`src/rtl/mpc_block_responder.sv`:
```
module mpc_block_responder #(
  parameter int ADDR_W    = 20,
  parameter int BLK_SHIFT = 8,
  parameter int LUT_WORDS = 2
) (
  input  logic                    clk,
  input  logic                    rst_n,
  input  logic                    req_valid,
  output logic                    req_ready,
  input  logic [ADDR_W-1:0]       req_addr,
  input  logic                    req_write,
  input  logic                    req_secure,
  input  logic [15:0]             req_id,
  input  logic [LUT_WORDS*32-1:0] lut_bits,
  output logic                    rsp_valid,
  output logic                    rsp_err,
  output logic [31:0]             rsp_rdata,
  input  logic                    reg_wr,
  input  logic [7:0]              reg_addr,
  input  logic [31:0]             reg_wdata,
  output logic [31:0]             reg_rdata,
  output logic                    irq
);
  localparam int NBLK  = LUT_WORDS * 32;
  localparam int BLK_W = ADDR_W - BLK_SHIFT;
  localparam int IDX_W = $clog2(NBLK);
  localparam logic [7:0] OFS_CTRL  = 8'h00;
  localparam logic [7:0] OFS_STAT  = 8'h20;
  localparam logic [7:0] OFS_CLR   = 8'h24;
  localparam logic [7:0] OFS_EN    = 8'h28;
  localparam logic [7:0] OFS_INFOA = 8'h2C;
  localparam logic [7:0] OFS_INFOB = 8'h30;
  localparam logic [7:0] OFS_SET   = 8'h34;

  logic        err_mode_q, en_q, stat_q;
  logic [31:0] info1_q, info2_q;

  wire clr_hit = reg_wr && (reg_addr == OFS_CLR) && reg_wdata[0];
  wire set_hit = reg_wr && (reg_addr == OFS_SET) && reg_wdata[0];

  assign req_ready = !clr_hit;
  wire accept  = req_valid && req_ready;
  wire capture = accept && !stat_q;

  wire [BLK_W-1:0] blk = req_addr[ADDR_W-1:BLK_SHIFT];
  wire in_range = blk < BLK_W'(NBLK);
  wire lut_bit  = in_range ? lut_bits[blk[IDX_W-1:0]] : 1'b0;

  always_ff @(posedge clk or negedge rst_n) begin
    if (!rst_n) begin
      rsp_valid <= 1'b0;
      rsp_err   <= 1'b0;
    end else begin
      rsp_valid <= accept;
      rsp_err   <= accept && (err_mode_q || !in_range);
    end
  end

  assign rsp_rdata = '0;

  always_ff @(posedge clk or negedge rst_n) begin
    if (!rst_n) begin
      err_mode_q <= 1'b0;
      en_q       <= 1'b0;
    end else if (reg_wr) begin
      if (reg_addr == OFS_CTRL) err_mode_q <= reg_wdata[0];
      if (reg_addr == OFS_EN)   en_q       <= reg_wdata[0];
    end
  end

  always_ff @(posedge clk or negedge rst_n) begin
    if (!rst_n)                  stat_q <= 1'b0;
    else if (clr_hit)            stat_q <= 1'b0;
    else if (capture || set_hit) stat_q <= 1'b1;
  end

  always_ff @(posedge clk or negedge rst_n) begin
    if (!rst_n) begin
      info1_q <= '0;
      info2_q <= '0;
    end else if (capture) begin
      info1_q <= 32'(req_addr);
      info2_q <= {14'd0, lut_bit, ~req_secure, req_id};
    end
  end

  assign irq = stat_q & en_q;

  always_comb begin
    case (reg_addr)
      OFS_CTRL:  reg_rdata = {31'd0, err_mode_q};
      OFS_STAT:  reg_rdata = {31'd0, stat_q};
      OFS_EN:    reg_rdata = {31'd0, en_q};
      OFS_INFOA: reg_rdata = info1_q;
      OFS_INFOB: reg_rdata = info2_q;
      default:   reg_rdata = '0;
    endcase
  end

  wire unused_ok = req_write;
endmodule


```
`config.mk`:
```
export PLATFORM = sky130hd
export DESIGN_NAME = mpc_block_responder
export DESIGN_NICKNAME = d
export VERILOG_FILES = /design/src/rtl/mpc_block_responder.sv
export SDC_FILE = /design/constraint.sdc
export NUM_CORES = 1
export LEC_CHECK = 0
export BUFFER_PORTS_ARGS = -buffer_cell sky130_fd_sc_hd__buf_2
export CORE_MARGIN = 1.5
export CORE_UTILIZATION = 44
export DETAILED_ROUTE_END_ITERATION = 10
export PLACE_DENSITY = 0.9
export SKIP_LAST_GASP = 1
export SYNTH_ARGS = -nofsm -noshare
export SYNTH_HDL_FRONTEND = slang
export SYNTH_SLANG_ARGS = --single-unit
```
`constraint.sdc`:
```
create_clock -name clk -period 2.7 [get_ports clk]
set_input_delay 0.405 -clock clk [delete_from_list [all_inputs] [get_ports clk]]
set_output_delay 0.405 -clock clk [all_outputs]
set_load 0.03 [all_outputs]
```
# After elaboration in Yosys (flattened, before gate mapping)
# Cells that the tools add are included.
# op_classes
order_cmp	2
bitwise_logic	2
muxes	6
n_eq_ne	6
n_reduce_logical	16
# op_table
cell	count
20-bit one-hot mux with 5 select lines	1
8-bit by 6-bit == test with 1-bit output, second input constant	6
12-bit by 7-bit < comparator with 1-bit output, second input constant	1
8-bit logical NOT	1
1-bit logical AND	7
6-bit by 7-bit < comparator with 1-bit output, second input constant	1
1-bit binary-select mux with 6-bit select	1
1-bit two-way mux	4
2-bit AND reduction	2
1-bit logical NOT	3
1-bit logical OR	2
2-bit nonzero test	1
1-bit AND	1
1-bit NOT	1
# word_totals
out_inout_bits	68
in_bits	146
reg_bits	43
elab_cells	39

# Logic depth before layout (Yosys ltp)
# logic_depth
ltp_word	9
mapped_depth	7
ltp_nobuf	5

# Worst setup path after synthesis
# No wires, ideal clock.
# synth_path
kind	input port to output port
start	in reg_addr[3]
end	out reg_rdata[13]
setup_slack_ns	0.458
stages	6
required_time_ns	2.295
t_arrival_ns	1.837
cell_sequence	nor3_2 > and3b_1 > and3_1 > clkbuf_2 > buf_1 > a22o_1
# synth_between
elab_chain_len	2
# synth_lines
element	line_no	text
start, declared	19	input logic [7:0] reg_addr,
8-bit by 6-bit == test with 1-bit output / 8-bit logical NOT (equally long branches)	90	case (reg_addr)
20-bit one-hot mux with 5 select lines *	90	
end, declared	21	output logic [31:0] reg_rdata,
# Mark *: on every way between the ends. The rest lies on a longest branch, timed or not.

# Final worst setup path
# Ends and elaborated chain as after synthesis.

==> run_results.csv <==
group,metric,value,unit
place,dp_cells,440,
logic_synthesis,synth.cell_area,2860,sq um
clocking,cts_resized,0,
critical_path,critPathKind,"primary input to primary output",
final_layout,mostFrequentLayoutCell,"buf_2",
place,gp_congestion,0.879,
final_layout,final_cell_mix,"buf_2, conb_1, dfrtp_1, mux2_1, a22o_1",
timing,finClkSkew,0.00439,ns
clocking,cts_setup_buffers,0,
outcome,status,"completed",
global_routing,grt_usage,18.1,%
final_layout,drive_gt1_share,45.4,%
route,drc,0,
timing,rsz0062_at_grt,"false",
route,avgRoutedWirePerCell,13.7,microns
route,avgViaCountPerCell,5.04,
floorplan,die_y,83.6,microns
critical_path,startpoint_type,"primary input",
global_routing,grt_pass1_wl,10.3,mm
clocking,h-tree-depth,2,
critical_path,crit_required,2.30,ns
final_layout,multiInputGateArea,1540,sq um
final_layout,syn2layout_area_growth,24.7,%
floorplan,rows,29,
final_layout,finalInstanceArea,3560,sq um
timing,min_period_over_period,88.8,%
final_layout,finalNetCount,516,
critical_path,cp_data_arrival_time,1.99,ns
run,drv_cap,0,
final_layout,antenna_cells,0,
logic_synthesis,synth.ff_latch_count,43,
clocking,clk_pin_slew,0.07,ns
power_and_ir_drop,peakVddDrop,0.000224,V
floorplan,pin_count,214,
clocking,cts_tree,"built",
clocking,root_buffer,"clkbuf_8",
timing,finalHoldViolCount,0,
hold_path,worst_hold_path_type,"primary input to asynchronous set/reset pin",
global_routing,grt-ovfl-total,0,
timing,slew_headroom,38.5,%
timing,setup-tns-final,0,ns
power_and_ir_drop,p_per_area,415,nW/um^2
route,num_vias,2253,
route,drt_wl_total,6.14,mm
route,drtIter0Drc,67,
global_routing,grt_max_degree,44,
critical_path,critPathMaxFanout,12,
route,dr.pass1.iters,4,
floorplan,dieArea,6980,sq um
clocking,cts.sinks,43,
place,dp_hpwl,5.17,mm
floorplan,core,6310,sq um
timing,fin_crit,2.40,ns
logic_synthesis,syn_avg_cell_area,12.2,sq um
logic_synthesis,ys_warn_count,0,
final_layout,regArea,1080,sq um
timing,worst_pin_slew,0.922,ns
floorplan,chipWidth,83.6,microns
clocking,clk_latency,0.28,ns
route,detail-route-antenna-nets,0,
final_layout,layout.cells.non_filler,447,
logic_synthesis,syn-instance-count,235,
final_layout,fillCellCount,536,
power_and_ir_drop,p_total,1.48,mW
power_and_ir_drop,p_leak,1.87,nW
global_routing,antenna_found_initial,0,
clocking,postCtsHoldBufs,0,
place,portBuffers,137,
critical_path,critPathCaptureType,"primary output",
timing,max_clock_freq,417,MHz
logic_synthesis,synth-seq-area-share,37.7,%
global_routing,grt_pass1_vias,2317,
place,place_area,3470,sq um
clocking,cts.path.max_buffers,2,
logic_synthesis,synth_cell_type_count,39,
timing,slew_viol_final,0,
timing,setup_viol,0,
clocking,cts_made_buffers,5,
floorplan,initial_core_util,45.2,%
[per-layer routing]
layer  global-route usage, %  routed length [microns]
met3                    3.07                      362
met5                       0                        0
met1                    19.3                     2220
met4                    5.66                       78
met2                    35.9                     3480
[kinds of logic (layout without fill, tap and decap cells)]
| kind of cell | count (synthesis) | in the layout | share of synthesized area [%] |
|---|---|---|---|
| simple gates | 36 | 36 | 7.58 |
| buf+inv | 59 | 151 | 14.4 |
| flops | 43 | 43 | 37.7 |
| mux | 67 | 67 | 31.8 |
| other cells | 1 | 44 | 0.131 |
| compound gates | 29 | 29 | 8.45 |
[cells in the mapped netlist]
cell	n	area, sq um
and3_1	5	31.3
o21ai_0	1	5.00
o21a_1	1	7.51
nor3_2	1	10.0
dfrtp_1	43	1080
nand2_1	1	3.75
nor2_1	9	33.8
clkbuf_1	1	3.75
a211o_2	1	10.0
mux2i_1	13	130
mux2_1	38	428
a22o_1	18	158
mux4_1	3	78.8
o2111ai_1	1	8.76
nor2b_1	3	18.8
a22oi_1	1	7.51
buf_2	7	35.0
inv_1	1	3.75
clkbuf_2	1	5.00
nand4_1	2	12.5
a21oi_1	3	15.0
a311oi_2	1	15.0
and3b_1	1	8.76
a31o_1	1	8.76
buf_6	1	11.3
a31oi_1	1	6.26
nor4b_2	1	15.0
mux4_2	11	248
nand3b_1	2	15.0
buf_1	2	7.51
and2_1	2	12.5
nor4_1	1	6.26
mux2_2	2	22.5
nor3b_1	1	7.51
nand3_1	5	25.0
nand2b_1	1	6.26
nand3_2	1	10.0
buf_4	46	345
conb_1	1	3.75
[sequential cells by signal, indices dropped and copies added, names as in the netlist]
name,count
rsp_valid,1
rsp_err,1
err_mode_q,1
stat_q,1
info1_q,20
en_q,1
info2_q,18
[report_power, final]
part | switching (mW) | internal, mW
Clock | 0.193 | 0.201
Combinational | 0.187 | 0.151
Sequential | 0.0329 | 0.714
Total | 0.413 | 1.07
[through the flow]
step / setup slack [ns] / util [%] / hold WS, ns
floorplan: 0.458 / - / 0.109
global placement: 0.308 / 55.0 / 0.461
detailed placement: 0.294 / 55.0 / 0.477
CTS: 0.290 / 56.4 / 0.278
global route: 0.211 / 56.4 / 0.287
finish: 0.302 / 56.4 / 0.260
[layout make-up]
cell class                 count  share of cell area (%)
multi-input combinational    176                    43.3
sequential                    43                    30.2
timing repair buffer         143                    21.2
tap                           77                    2.71
clock buffer                   6                    2.32
clock inverter                 1                   0.141
inverter                       1                   0.105
[final timing paths]
| check | startpoint | end | slack [ns] | depth (start not counted) |
|---|---|---|---|---|
| min | rst_n | info1_q[0] | 0.26 | 1 |
| min reg2reg | info1_q[6] | info1_q[6] | 0.49 | 1 |
| max in group asynchronous | rst_n | info2_q[9] | 1.87 | 1 |
| max reg2reg | stat_q | info2_q[17] | 1.07 | 5 |
| min in group clk | req_secure | info2_q[16] | 0.29 | 2 |
| max | reg_addr[3] | reg_rdata[13] | 0.30 | 7 |
[worst max-delay path: stages]
cell and delay (ns):
buf_2 0.11, nor3_2 0.36, and3b_1 0.26, and3_1 0.36, buf_12 0.18, a22o_1 0.12
buf_2 0.20
Note: power is estimated with default switching activity, not from simulation.
